File: src/rtl/tg_pkg.sv
package tg_pkg;
  typedef enum logic {
    TG_IDLE = 1'b0,
    TG_RUN  = 1'b1
  } tg_state_e;
endpackage

File: src/rtl/tg_prescaler.sv
module tg_prescaler #(
  parameter int DIV = 4
) (
  input  logic clk,
  input  logic rst_n,
  input  logic restart,
  output logic tick
);
  localparam int PW = (DIV > 1) ? $clog2(DIV) : 1;
  localparam logic [PW-1:0] LAST = PW'(DIV - 1);

  logic [PW-1:0] phase_q;

  assign tick = (phase_q == LAST);

  always_ff @(posedge clk or negedge rst_n) begin
    if (!rst_n)          phase_q <= '0;
    else if (restart)    phase_q <= '0;
    else if (tick)       phase_q <= '0;
    else                 phase_q <= phase_q + 1'b1;
  end
endmodule

File: src/rtl/tg_interval_counter.sv
module tg_interval_counter #(
  parameter int CNT_W = 32
) (
  input  logic             clk,
  input  logic             rst_n,
  input  logic             cancel,
  input  logic             load,
  input  logic [CNT_W-1:0] load_val,
  input  logic             tick,
  output logic             expire
);
  localparam logic [CNT_W-1:0] ONE = CNT_W'(1);

  logic [CNT_W-1:0] remain_q;

  assign expire = tick && (remain_q == ONE);

  always_ff @(posedge clk or negedge rst_n) begin
    if (!rst_n)                          remain_q <= '0;
    else if (cancel)                     remain_q <= '0;
    else if (load)                       remain_q <= load_val;
    else if (tick && remain_q != '0)     remain_q <= remain_q - 1'b1;
  end
endmodule

File: src/rtl/tg_sequencer.sv
module tg_sequencer
  import tg_pkg::*;
#(
  parameter int PORT_W = 8,
  parameter int CNT_W  = 32,
  parameter int REP_W  = 32
) (
  input  logic              clk,
  input  logic              rst_n,
  input  logic              clear_i,
  input  logic              start_acc,
  input  logic              expire,
  input  logic [CNT_W-1:0]  hi_cl,
  input  logic [CNT_W-1:0]  lo_cl,
  input  logic [REP_W-1:0]  rep_i,
  input  logic [PORT_W-1:0] mask_i,
  input  logic [PORT_W-1:0] port_in_i,
  output logic              level,
  output logic              active,
  output logic              reload,
  output logic [CNT_W-1:0]  hi_q,
  output logic [CNT_W-1:0]  lo_q,
  output logic [PORT_W-1:0] mask_q,
  output logic [PORT_W-1:0] port_out,
  output logic              port_we
);
  tg_state_e        state_q;
  logic [REP_W-1:0] rep_q;

  function automatic logic [PORT_W-1:0] merge_bit(input logic [PORT_W-1:0] base,
                                                  input logic [PORT_W-1:0] m,
                                                  input logic lvl);
    return (base & ~m) | (lvl ? m : '0);
  endfunction

  assign active = (state_q == TG_RUN);
  assign reload = expire && (rep_q != '0) && !clear_i && !start_acc;

  always_ff @(posedge clk or negedge rst_n) begin
    if (!rst_n) begin
      state_q  <= TG_IDLE;
      rep_q    <= '0;
      level    <= 1'b0;
      hi_q     <= '0;
      lo_q     <= '0;
      mask_q   <= '0;
      port_out <= '0;
      port_we  <= 1'b0;
    end else begin
      port_we <= 1'b0;
      if (clear_i) begin
        state_q <= TG_IDLE;
        rep_q   <= '0;
      end else if (start_acc) begin
        state_q <= TG_RUN;
        rep_q   <= rep_i;
        hi_q    <= hi_cl;
        lo_q    <= lo_cl;
        mask_q  <= mask_i;
      end else if (expire) begin
        level    <= ~level;
        port_out <= merge_bit(port_in_i, mask_q, ~level);
        port_we  <= 1'b1;
        if (rep_q == '0) state_q <= TG_IDLE;
        else             rep_q   <= rep_q - 1'b1;
      end
    end
  end
endmodule

File: src/rtl/toggle_gen.sv
module toggle_gen #(
  parameter int PORT_W = 8,
  parameter int CNT_W  = 32,
  parameter int REP_W  = 32,
  parameter int DIV    = 4
) (
  input  logic              clk,
  input  logic              rst_n,
  input  logic              start_i,
  input  logic              clear_i,
  input  logic [CNT_W-1:0]  high_time_i,
  input  logic [CNT_W-1:0]  low_time_i,
  input  logic [REP_W-1:0]  repeat_i,
  input  logic [PORT_W-1:0] bit_mask_i,
  input  logic [PORT_W-1:0] port_in_i,
  output logic [PORT_W-1:0] port_out_o,
  output logic              port_we_o,
  output logic              level_o,
  output logic              active_o
);
  function automatic logic [CNT_W-1:0] clamp_iv(input logic [CNT_W-1:0] v);
    return (v == '0) ? CNT_W'(1) : v;
  endfunction

  function automatic logic [CNT_W-1:0] pick_iv(input logic lvl,
                                              input logic [CNT_W-1:0] hi,
                                              input logic [CNT_W-1:0] lo);
    return lvl ? hi : lo;
  endfunction

  logic              start_acc_w;
  logic              tick_w;
  logic              expire_w;
  logic              reload_w;
  logic              load_w;
  logic [CNT_W-1:0]  hi_cl_w, lo_cl_w;
  logic [CNT_W-1:0]  hi_q_w, lo_q_w;
  logic [CNT_W-1:0]  load_val_w;
  logic [PORT_W-1:0] mask_q_w;

  assign start_acc_w = start_i && !clear_i;
  assign hi_cl_w     = clamp_iv(high_time_i);
  assign lo_cl_w     = clamp_iv(low_time_i);
  assign load_w      = start_acc_w || reload_w;
  assign load_val_w  = start_acc_w ? pick_iv(level_o, hi_cl_w, lo_cl_w)
                                   : pick_iv(~level_o, hi_q_w, lo_q_w);

  tg_prescaler #(.DIV(DIV)) u_pre (
    .clk     (clk),
    .rst_n   (rst_n),
    .restart (start_acc_w),
    .tick    (tick_w)
  );

  tg_interval_counter #(.CNT_W(CNT_W)) u_cnt (
    .clk      (clk),
    .rst_n    (rst_n),
    .cancel   (clear_i),
    .load     (load_w),
    .load_val (load_val_w),
    .tick     (tick_w),
    .expire   (expire_w)
  );

  tg_sequencer #(.PORT_W(PORT_W), .CNT_W(CNT_W), .REP_W(REP_W)) u_seq (
    .clk       (clk),
    .rst_n     (rst_n),
    .clear_i   (clear_i),
    .start_acc (start_acc_w),
    .expire    (expire_w),
    .hi_cl     (hi_cl_w),
    .lo_cl     (lo_cl_w),
    .rep_i     (repeat_i),
    .mask_i    (bit_mask_i),
    .port_in_i (port_in_i),
    .level     (level_o),
    .active    (active_o),
    .reload    (reload_w),
    .hi_q      (hi_q_w),
    .lo_q      (lo_q_w),
    .mask_q    (mask_q_w),
    .port_out  (port_out_o),
    .port_we   (port_we_o)
  );
endmodule

File: config.mk
export PLATFORM = sky130hd
export DESIGN_NAME = toggle_gen
export DESIGN_NICKNAME = d
export VERILOG_FILES = /design/src/rtl/tg_pkg.sv /design/src/rtl/tg_prescaler.sv /design/src/rtl/tg_interval_counter.sv /design/src/rtl/tg_sequencer.sv /design/src/rtl/toggle_gen.sv
export SDC_FILE = /design/constraint.sdc
export NUM_CORES = 1
export LEC_CHECK = 0
export BUFFER_PORTS_ARGS = -buffer_cell sky130_fd_sc_hd__clkbuf_2
export CORE_UTILIZATION = 30
export DETAILED_ROUTE_END_ITERATION = 8
export SLEW_MARGIN = 20
export SYNTH_ARGS = -nofsm -noshare
export SYNTH_HDL_FRONTEND = slang
export SYNTH_SLANG_ARGS = --single-unit
File: constraint.sdc
create_clock -name clk -period 5.6 [get_ports clk]
set_clock_uncertainty 0.05 [all_clocks]
set_input_delay 0.56 -clock clk [delete_from_list [all_inputs] [get_ports clk]]
set_output_delay 0.56 -clock clk [all_outputs]
set_load 0.005 [all_outputs]
==> results of run 1 <==
[kinds of logic (layout without fill, tap and decap cells)]
| group | Yosys count | count (layout) |
|---|---|---|
| AO/OA/AOI/OAI | 177 | 177 |
| XOR/XNOR | 22 | 22 |
| adder cells (fa/ha/maj) | 5 | 5 |
| buffers and inverters | 58 | 175 |
| flip-flops | 149 | 149 |
| multiplexers | 22 | 22 |
| AND/OR/NAND/NOR | 491 | 491 |
[cell usage after synthesis, types with 8 or more instances]
master                     number
sky130_fd_sc_hd__and3_1        23
sky130_fd_sc_hd__nor3_1        31
sky130_fd_sc_hd__o21ai_0       43
sky130_fd_sc_hd__mux2i_1       20
sky130_fd_sc_hd__nor4_1        31
sky130_fd_sc_hd__nand2_1      269
sky130_fd_sc_hd__nor2_1        57
sky130_fd_sc_hd__o22ai_1       21
sky130_fd_sc_hd__dfrtp_1      149
sky130_fd_sc_hd__nand3_1       32
sky130_fd_sc_hd__nand4_1       12
sky130_fd_sc_hd__inv_1          9
sky130_fd_sc_hd__a311oi_1       8
sky130_fd_sc_hd__buf_2          9
sky130_fd_sc_hd__clkbuf_1      34
sky130_fd_sc_hd__a31oi_1       17
sky130_fd_sc_hd__o31ai_1       12
sky130_fd_sc_hd__xnor2_1       14
sky130_fd_sc_hd__a211oi_1      10
sky130_fd_sc_hd__xor2_1         8
sky130_fd_sc_hd__a21oi_1       23
[layout by cell type (no fill, tap or decap), types with 12 or more instances in the layout]
cell | synthesis | final
sky130_fd_sc_hd__and3_1 | 23 | 23
sky130_fd_sc_hd__dfrtp_1 | 149 | 149
sky130_fd_sc_hd__nor3_1 | 31 | 31
sky130_fd_sc_hd__nand4_1 | 12 | 12
sky130_fd_sc_hd__o21ai_0 | 43 | 42
sky130_fd_sc_hd__clkbuf_2 | 0 | 125
sky130_fd_sc_hd__o22ai_1 | 21 | 21
sky130_fd_sc_hd__nand2_1 | 269 | 268
sky130_fd_sc_hd__a31oi_1 | 17 | 17
sky130_fd_sc_hd__clkbuf_16 | 0 | 17
sky130_fd_sc_hd__a21oi_1 | 23 | 23
sky130_fd_sc_hd__nand3_1 | 32 | 32
sky130_fd_sc_hd__nor2_1 | 57 | 56
sky130_fd_sc_hd__nor4_1 | 31 | 31
sky130_fd_sc_hd__xnor2_1 | 14 | 14
sky130_fd_sc_hd__mux2i_1 | 20 | 20
sky130_fd_sc_hd__o31ai_1 | 12 | 12
[routing by layer]
| metal | share of wire, % | vias up | wire length [µm] |
|---|---|---|---|
| met5 | 0 | - | 0 |
| met4 | 0.89 | 0 | 211 |
| met3 | 6.4 | 19 | 1500 |
| met2 | 45 | 237 | 10700 |
| met1 | 48 | 3588 | 11200 |
| li1 | - | 3515 | - |
[per-stage QoR]
stage	worst slack [ps]	hold WS [ps]	instances	cell area (µm²)
floorplan	2680	214	924	7860
global placement	1900	381	1341	8810
detailed placement	1840	382	1341	8810
CTS	1820	253	1371	9390
global route	1650	259	1371	9390
finish	1780	134	1371	9390
[critical path: cells and delay by family, from the launching register on]
family | cells | cell delay, ps
simple gates | 4 | 2110
compound gates | 2 | 790
flops | 1 | 430
mux | 1 | 260
[area by class of cell]
type                            instances  area [µm²]
Clock inverter                         12         148
Fill cell                            2633       16000
Sequential cell                       149        3730
Inverter                                9        33.8
Multi-Input combinational cell        717        3900
Tap cell                              330         413
Clock buffer                           18         429
Timing Repair Buffer                  136         739
[power by group]
part           internal [mW]  switching (mW)
clock                  0.661           0.487
sequential              1.20          0.0796
combinational          0.244           0.437
[sequential cells by signal, summed over array words and instances, names as in the netlist]
| register | flops |
|---|---|
| u_cnt.remain_q | 32 |
| u_pre.phase_q | 2 |
| u_seq.active | 1 |
| u_seq.hi_q | 32 |
| u_seq.level | 1 |
| u_seq.lo_q | 32 |
| u_seq.mask_q | 8 |
| u_seq.port_out | 8 |
| u_seq.port_we | 1 |
| u_seq.rep_q | 32 |
[path summary, 6_finish.rpt]
check | cells past startpoint | to | slack [ps] | startpoint
setup / recovery | 7 | u_cnt.remain_q[15] | 1780 | u_seq.rep_q[24]
hold / removal | 1 | u_seq.lo_q[15] | 130 | rst_n
setup reg to reg | 7 | u_cnt.remain_q[15] | 1780 | u_seq.rep_q[24]
hold reg to reg | 1 | u_pre.phase_q[0] | 390 | u_pre.phase_q[0]
max in group asynchronous | 2 | u_cnt.remain_q[7] | 4090 | rst_n
min in group clk | 3 | u_seq.mask_q[1] | 270 | bit_mask_i[1]
==> key figures, run 1 <==
Run status
  • Run status: finished clean

Pwr
  • IR drop worst, VDD: 154 µV
  • Pleak: 4.46 nW
  • Areal power density over the cells: 331 nW/µm²
  • Overall Power: 3.11 mW

Synthesis
  • Number of flip-flops and latches in the synthesized netlist: 149
  • Number of distinct library cells after synthesis: 56
  • Post-synth EDFFs: 0
  • Cells after synthesis: 924
  • Mux share of post-synthesis cell area: 3.12%
  • Share of flip-flops with an asynchronous set or reset after synthesis: 100%
  • Number of synthesis warnings: 0
  • Synthesized-area fraction occupied by adder cells: 0.796%
  • Synth Area in Simple Gates: 28.2%
  • Mapped cell area: 7860 µm²
  • Biggest area contributors in the synthesized netlist: sky130_fd_sc_hd__dfrtp_1 (47%), sky130_fd_sc_hd__nand2_1 (13%), sky130_fd_sc_hd__o21ai_0 (2.7%), sky130_fd_sc_hd__nor2_1 (2.7%), sky130_fd_sc_hd__mux2i_1 (2.5%)
  • Post-Syn Area per Cell: 8.50 µm²
  • Area leader, netlist: sky130_fd_sc_hd__dfrtp_1
  • Seq/Total Area, Yosys: 47.5%
  • Synth Area in Compound Gates: 14.9%
  • Net count after synthesis: 1045
  • Dominant combinational cell family by area after synthesis: simple AND/OR/NAND/NOR gates
  • Primary FF master, synth: sky130_fd_sc_hd__dfrtp_1
  • Share of the synthesized netlist area taken by xor and xnor gates: 2.45%
  • Yosys top cell area share: 47.5%

CTS
  • Clock tree from TritonCTS: built
  • Number of buffers inserted for hold repair after clock tree synthesis: 0
  • Count of instances resized after the clock tree is built: 0
  • Clock transition at the registers of the reported paths: 70 ps
  • Clock buffer depth: 2
  • Clock tree sinks: 149
  • TritonCTS Buffers: 17
  • Number of H-tree levels: 4
  • Root cell of the clock tree: sky130_fd_sc_hd__clkbuf_16
  • Clock latency of the later-clocked register in the worst-skew pair: 440 ps
  • Post-CTS setup repair buffer count: 0

Detailed routing
  • Wirelength per Cell: 17.2 µm
  • Number of DRC markers after the initial detailed-route iteration: 516
  • Number of nets with antenna violations after detailed routing: 0
  • Total via count in the routed design: 7359
  • Final routed wirelength across all metal layers: 23600 µm
  • Count of TritonRoute iterations in the first routing pass: 5
  • # DRC: 0
  • Mean number of vias per cell: 5.37

Floorplan
  • I/O Pins: 127
  • Effective utilization at floorplan: 30.9%
  • Full die area: 26800 µm²
  • Count of standard-cell rows: 58
  • Die width: 164 µm
  • Die Height: 164 µm
  • Core region area: 25400 µm²

Timing
  • Endpoints failing hold: 0
  • FMAX: 0.262 GHz
  • Slew of the pin with the lowest slew margin: 981 ps
  • Setup violations, final: 0
  • Remaining max-slew budget at the tightest pin: 34.6%
  • Period utilization: 68.2%
  • Setup repair after global routing missed its margin: false
  • Setup TNS Final: 0 ps
  • Period minus WS final: 3820 ps
  • Max-slew violation count: 0

Worst setup path
  • Slowest stage cell on the critical path: sky130_fd_sc_hd__or4_1
  • Crit-path max FO: 25
  • Most repeated library cell on the critical path: sky130_fd_sc_hd__or4_4
  • CP startpoint kind: flop
  • Delay of the slowest cell on the worst path: 710 ps
  • Arrival time of the worst setup path: 4030 ps
  • Required time at the endpoint of the critical path: 5810 ps
  • Crit. End Element: flop
  • Cell-by-cell trace of the critical path: or4_4 -> or4_4 -> or4_1 -> a21oi_4 -> nor2_1 -> mux2i_1 -> o22ai_1
  • Critical path class: reg2reg

Placed design
  • Last weighted congestion value of the routability-driven placer: 0.865
  • Placed wire-length estimate after detailed placement: 16600 µm
  • Port buffer count: 126

GRT
  • Fraction of met3 tracks used by global routing: 3.59%
  • Pin count of the biggest net entering global routing: 109
  • Most heavily used metal layer in global routing: met2
  • GRT Util Overall: 18.4%
  • Number of global-route vias before repair: 6982
  • Antenna violations before repair: 0
  • Global route overflow: 0
  • Met2 usage: 28.7%
  • Wire length of the first global-routing pass: 38000 µm
  • Global routing met1 resource utilization: 26.0%

Layout
  • Area Overhead vs Synth: 19.5%
  • Diode insertion count for antenna repair: 0
  • Count of nets after finishing: 1151
  • Core utilization of the finished layout: 37.0%
  • Fraction of final layout cells sized beyond drive strength 1: 17.4%

Job
  • Max-cap violations: 0

Min path
  • Tightest Hold Check Type: in2async
No activity file was read; power rests on OpenSTA's default activity.
==> run 2, diff against run 1 <==
==> constraint.sdc (replaced) <==
create_clock -name clk -period 3.2 [get_ports clk]
set_clock_uncertainty 0.05 [all_clocks]
set_input_delay 0.32 -clock clk [delete_from_list [all_inputs] [get_ports clk]]
set_output_delay 0.32 -clock clk [all_outputs]
set_load 0.005 [all_outputs]
==> run 2 against run 1 <==
  * Global-route usage grew 0.37 points
  * Register-to-register slack lost 1700 ps
  * Cell count grew 2.8%
  * Setup slack lost 1700 ps
  * Flip-flop and latch count is the same
  * Maximum frequency grew 24%
  * Non-clock buffer count grew 37
==> key figures, run 2 (synthesis results as in run 1) <==
GRT
  • Fraction of met3 tracks used by global routing: 3.33%
  • Pin count of the biggest net entering global routing: 73
  • Global routing met1 resource utilization: 26.5%
  • Global route overflow: 0
  • GRT Util Overall: 18.7%
  • Wire length of the first global-routing pass: 39100 µm
  • Number of global-route vias before repair: 7239
  • Antenna violations before repair: 0
  • Met2 usage: 28.9%
  • Most heavily used metal layer in global routing: met2

Pwr
  • Pleak: 4.66 nW
  • Areal power density over the cells: 579 nW/µm²
  • IR drop worst, VDD: 361 µV

Layout
  • Diode insertion count for antenna repair: 0
  • Leading cell type in the layout, fill and taps excluded: sky130_fd_sc_hd__nand2_1
  • Most frequent cells in the layout: sky130_fd_sc_hd__nand2_1 (268), sky130_fd_sc_hd__dfrtp_1 (149), sky130_fd_sc_hd__clkbuf_2 (125)
  • Core utilization of the finished layout: 38.3%
  • Area Overhead vs Synth: 23.9%
  • Count of nets after finishing: 1188
  • Fillcell total: 2614
  • Fraction of final layout cells sized beyond drive strength 1: 20.6%

CTS
  • Clock transition at the registers of the reported paths: 70 ps
  • Number of H-tree levels: 4
  • TritonCTS Buffers: 17
  • Clock tree from TritonCTS: built
  • Clock buffer depth: 2
  • Root cell of the clock tree: sky130_fd_sc_hd__clkbuf_16
  • Post-CTS setup repair buffer count: 0
  • Clock latency of the later-clocked register in the worst-skew pair: 440 ps
  • Clock tree sinks: 149

Worst setup path
  • Most repeated library cell on the critical path: sky130_fd_sc_hd__or4_4
  • Crit-path max FO: 21
  • Cell-by-cell trace of the critical path: or4_4 -> or4_4 -> or4_4 -> a21oi_4 -> buf_12 -> a311oi_1 -> a31oi_1 -> o21ai_0
  • Worst R2R End: u_cnt.remain_q[25]
  • Cell type group with the largest total delay on the critical path: simple AND/OR/NAND/NOR gates
  • Delay of the slowest cell on the worst path: 590 ps
  • CP startpoint kind: flop
  • Crit. End Element: flop
  • CP bufs+invs: 1
  • Worst reg2reg path startpoint: u_seq.rep_q[25]
  • Slowest stage cell on the critical path: sky130_fd_sc_hd__or4_4
  • Required time at the endpoint of the critical path: 3440 ps
  • Minimum setup slack among reg-to-reg paths: 110 ps
  • Arrival time of the worst setup path: 3330 ps
  • Cell count of the worst reg-to-reg path: 8
  • Critical path class: reg2reg

Job
  • Max-cap violations: 0

Detailed routing
  • Mean number of vias per cell: 5.35
  • Final routed wirelength across all metal layers: 24500 µm
  • Total via count in the routed design: 7540
  • Wirelength per Cell: 17.4 µm
  • # DRC: 0
  • Count of TritonRoute iterations in the first routing pass: 5
  • Number of DRC markers after the initial detailed-route iteration: 561
  • Number of nets with antenna violations after detailed routing: 0

Timing
  • Period minus WS final: 3090 ps
  • Setup TNS Final: 0 ps
  • Slew of the pin with the lowest slew margin: 906 ps
  • FMAX: 0.324 GHz
  • Endpoints failing hold: 0
  • Setup violations, final: 0
  • Worst hold slack: 23.5 ps
  • Period utilization: 96.5%
  • Remaining max-slew budget at the tightest pin: 39.5%
  • Max-slew violation count: 0
  • Setup repair after global routing missed its margin: false

Min path
  • Sink of the worst hold path: u_seq.mask_q[3]
  • HP Start: bit_mask_i[3]
  • Min-Delay Path Depth: 3
  • Tightest Hold Check Type: in2reg

Floorplan
  • Core region area: 25400 µm²
  • Full die area: 26800 µm²
  • I/O Pins: 127
  • Die width: 164 µm
  • Die Height: 164 µm
  • Count of standard-cell rows: 58
  • Effective utilization at floorplan: 30.9%

Placed design
  • Last weighted congestion value of the routability-driven placer: 0.880
  • Placed wire-length estimate after detailed placement: 17600 µm
  • Port buffer count: 126

Run status
  • Run status: finished clean
-- run 2: stage by stage --
stage               setup WS [ps]  std cells  cell area (µm²)  total power [mW]
floorplan                     280        924             7860              3.03
global route                0.277       1410             9730              5.92
global placement              115       1377             9120              3.57
CTS                          28.2       1410             9720              5.66
detailed placement           37.5       1377             9120              3.58
finish                        113       1410             9730              5.64
-- run 2: worst max-delay path by stage --
stage	slack [ps]	cells after the start	start	end
2_1_floorplan	280	8	u_seq.rep_q[25]	u_cnt.remain_q[31]
3_3_place_gp	110	8	u_seq.rep_q[25]	u_cnt.remain_q[18]
3_5_place_dp	40	8	u_seq.rep_q[25]	u_cnt.remain_q[18]
4_1_cts	30	8	u_seq.rep_q[25]	u_cnt.remain_q[18]
5_1_grt	0.3	8	u_seq.rep_q[25]	u_cnt.remain_q[25]
6_report	110	8	u_seq.rep_q[25]	u_cnt.remain_q[25]
-- run 2: worst register-to-register path, stage by stage (launching register included) --
cell	delay [ps]
sky130_fd_sc_hd__dfrtp_1	410
sky130_fd_sc_hd__or4_4	580
sky130_fd_sc_hd__or4_4	470
sky130_fd_sc_hd__or4_4	590
sky130_fd_sc_hd__a21oi_4	260
sky130_fd_sc_hd__buf_12	200
sky130_fd_sc_hd__a311oi_1	70
sky130_fd_sc_hd__a31oi_1	210
sky130_fd_sc_hd__o21ai_0	100
-- run 2: area by class of cell --
| type | count | area, µm² | area share (%) |
|---|---|---|---|
| Multi-Input combinational cell | 717 | 3900 | 40.1 |
| Timing Repair Buffer | 173 | 1050 | 10.8 |
| Clock inverter | 14 | 159 | 1.63 |
| Sequential cell | 149 | 3730 | 38.3 |
| Tap cell | 330 | 413 | 4.24 |
| Inverter | 9 | 33.8 | 0.347 |
| Clock buffer | 18 | 439 | 4.51 |
-- run 2: layer usage --
metal  vias up  routed length [µm]
met4         0                 372
met1      3630               11400
met5         -                   0
met3        25                1610
li1       3589                   -
met2       296               11100
-- run 2: repair_timing --
action,in CTS,in global routing
resized for setup,0,2
hold endpoints to repair,43,0
hold buffers,1,0
endpoints found under the setup margin,0,18
-- run 2: where the power goes --
part	switching, mW	internal, mW	leakage, nW	total, mW
registers	0.141	2.10	1.92	2.24
clock network	0.945	1.13	0.294	2.08
logic	0.801	0.520	2.45	1.32
==> run 3, diff against run 2 <==
==> constraint.sdc (replaced) <==
create_clock -name clk -period 3.8 [get_ports clk]
set_clock_uncertainty 0.05 [all_clocks]
set_input_delay 0.76 -clock clk [delete_from_list [all_inputs] [get_ports clk]]
set_output_delay 0.76 -clock clk [all_outputs]
set_load 0.01 [all_outputs]
==> run 3 against run 2 <==
  * Wire length fell by 0.22%
  * Clock power fell by 10%
  * Utilization fell by 0.56 points
  * Largest power group unchanged
  * Die area did not move
  * Count of clock-buffer cells in the layout rose by 1
  * Global-route usage rose by 0.18 points
  * Largest cell class unchanged
  * Register-to-register slack improved by 330 ps
  * Hold slack improved by 240 ps
  * Combinational power fell by 21%
  * Cell count fell by 1.5%
==> key figures, run 3 (synthesis results as in run 1) <==
Run status
  • Run status: finished clean

Timing
  • Max-slew violation count: 0
  • Setup repair after global routing missed its margin: false
  • FMAX: 0.298 GHz
  • Slew of the pin with the lowest slew margin: 884 ps
  • Remaining max-slew budget at the tightest pin: 40.9%
  • Period minus WS final: 3350 ps
  • Endpoints failing hold: 0
  • Setup violations, final: 0
  • Period utilization: 88.3%
  • Worst hold slack: 265 ps
  • Setup TNS Final: 0 ps

Layout
  • Fraction of final layout cells sized beyond drive strength 1: 18.9%
  • Leading cell type in the layout, fill and taps excluded: sky130_fd_sc_hd__nand2_1
  • Count of nets after finishing: 1167
  • Area Overhead vs Synth: 22.1%
  • Diode insertion count for antenna repair: 0
  • Core utilization of the finished layout: 37.8%
  • Most frequent cells in the layout: sky130_fd_sc_hd__nand2_1 (268), sky130_fd_sc_hd__dfrtp_1 (149), sky130_fd_sc_hd__clkbuf_2 (125)
  • Area occupied by multi-input gates: 3900 µm²
  • Fillcell total: 2654
  • Register area: 3730 µm²

GRT
  • GRT Util Overall: 18.9%
  • Wire length of the first global-routing pass: 39100 µm
  • Global route overflow: 0
  • Pin count of the biggest net entering global routing: 66
  • Antenna violations before repair: 0
  • Number of global-route vias before repair: 7084

Pwr
  • Clock network fraction of total power: 39.0%
  • Pint: 3.29 mW
  • Areal power density over the cells: 500 nW/µm²
  • Seq pwr share: 39.4%
  • Sw Ratio: 31.4%
  • Share of power burned in combinational logic: 21.6%
  • Pleak: 4.57 nW
  • IR drop worst, VDD: 290 µV
  • Reported net switching power: 1.50 mW

Detailed routing
  • Number of DRC markers after the initial detailed-route iteration: 475
  • Count of TritonRoute iterations in the first routing pass: 5
  • Total via count in the routed design: 7416
  • Number of nets with antenna violations after detailed routing: 0
  • Wirelength per Cell: 17.6 µm
  • Mean number of vias per cell: 5.34
  • Final routed wirelength across all metal layers: 24500 µm
  • # DRC: 0

Job
  • Max-cap violations: 0

CTS
  • Number of H-tree levels: 4
  • Clock transition at the registers of the reported paths: 70 ps
  • Root cell of the clock tree: sky130_fd_sc_hd__clkbuf_16
  • Clock tree from TritonCTS: built
  • Count of instances resized after the clock tree is built: 0
  • TritonCTS Buffers: 17
  • Clock latency of the later-clocked register in the worst-skew pair: 430 ps
  • Post-CTS setup repair buffer count: 0
  • Number of buffers inserted for hold repair after clock tree synthesis: 0
  • Clock tree sinks: 149
  • Clock buffer depth: 2

Floorplan
  • Die width: 164 µm
  • Count of standard-cell rows: 58
  • Full die area: 26800 µm²
  • Core region area: 25400 µm²
  • I/O Pins: 127
  • Die Height: 164 µm
  • Effective utilization at floorplan: 30.9%

Worst setup path
  • Minimum setup slack among reg-to-reg paths: 450 ps
  • Worst setup path startpoint: u_seq.rep_q[24]
  • Worst R2R End: u_cnt.remain_q[28]
  • Arrival time of the worst setup path: 3610 ps
  • Required time at the endpoint of the critical path: 4050 ps
  • Crit. End Element: flop
  • Crit-path max FO: 21
  • Cell count of the worst reg-to-reg path: 8
  • CP startpoint kind: flop
  • Worst reg2reg path startpoint: u_seq.rep_q[24]
  • Critical path class: reg2reg

Placed design
  • Last weighted congestion value of the routability-driven placer: 0.876
  • Port buffer count: 126
  • Placed wire-length estimate after detailed placement: 17200 µm

Min path
  • Tightest Hold Check Type: in2async
run 3: critical path, cell delays in order (launching register included):
cell,delay (ps)
sky130_fd_sc_hd__dfrtp_1,440
sky130_fd_sc_hd__or4_4,570
sky130_fd_sc_hd__or4_4,460
sky130_fd_sc_hd__or4_1,730
sky130_fd_sc_hd__a21oi_4,270
sky130_fd_sc_hd__buf_4,300
sky130_fd_sc_hd__a311oi_1,90
sky130_fd_sc_hd__a31oi_1,220
sky130_fd_sc_hd__o22ai_1,90
run 3: power groups by stage:
| stage | clock [mW] | combinational, mW | sequential (mW) |
|---|---|---|---|
| detailed placement | 0 | 1.03 | 1.91 |
| floorplan | 0 | 0.669 | 1.88 |
| global route | 1.97 | 1.16 | 1.91 |
| CTS | 1.90 | 1.03 | 1.89 |
| finish | 1.87 | 1.04 | 1.89 |
| global placement | 0 | 1.02 | 1.91 |
run 3: area by class of cell:
type                    instances  share of cell area, %
clock buffers                  19                   4.72
multi-input cells             717                   40.6
inverters                       9                  0.352
clock inverters                13                   2.04
flip-flops and latches        149                   38.9
well taps                     330                   4.31
repair buffers                152                   9.07
run 3: worst max path at each step:
stage	slack [ps]	cells after the start	to
global route	330	8	u_cnt.remain_q[28]
CTS	480	8	u_cnt.remain_q[28]
finish	450	8	u_cnt.remain_q[28]
detailed placement	500	7	u_cnt.remain_q[26]
global placement	560	7	u_cnt.remain_q[30]
floorplan	880	8	u_cnt.remain_q[31]
run 3: metrics by stage:
stage / std cells / setup WS [ps] / power (mW) / cell area (µm²)
floorplan: 924 / 880 / 2.55 / 7860
global placement: 1357 / 560 / 2.93 / 8940
detailed placement: 1357 / 503 / 2.94 / 8940
CTS: 1389 / 481 / 4.82 / 9590
global route: 1389 / 328 / 5.04 / 9590
finish: 1389 / 446 / 4.79 / 9590
run 3: per-layer routing:
| metal | vias to the layer above | GRT usage [%] | wire (µm) |
|---|---|---|---|
| met5 | - | 0 | 0 |
| met4 | 0 | 5.89 | 338 |
| met3 | 29 | 3.21 | 1600 |
| met2 | 281 | 28.6 | 11000 |
| met1 | 3553 | 27.4 | 11600 |
| li1 | 3553 | - | - |
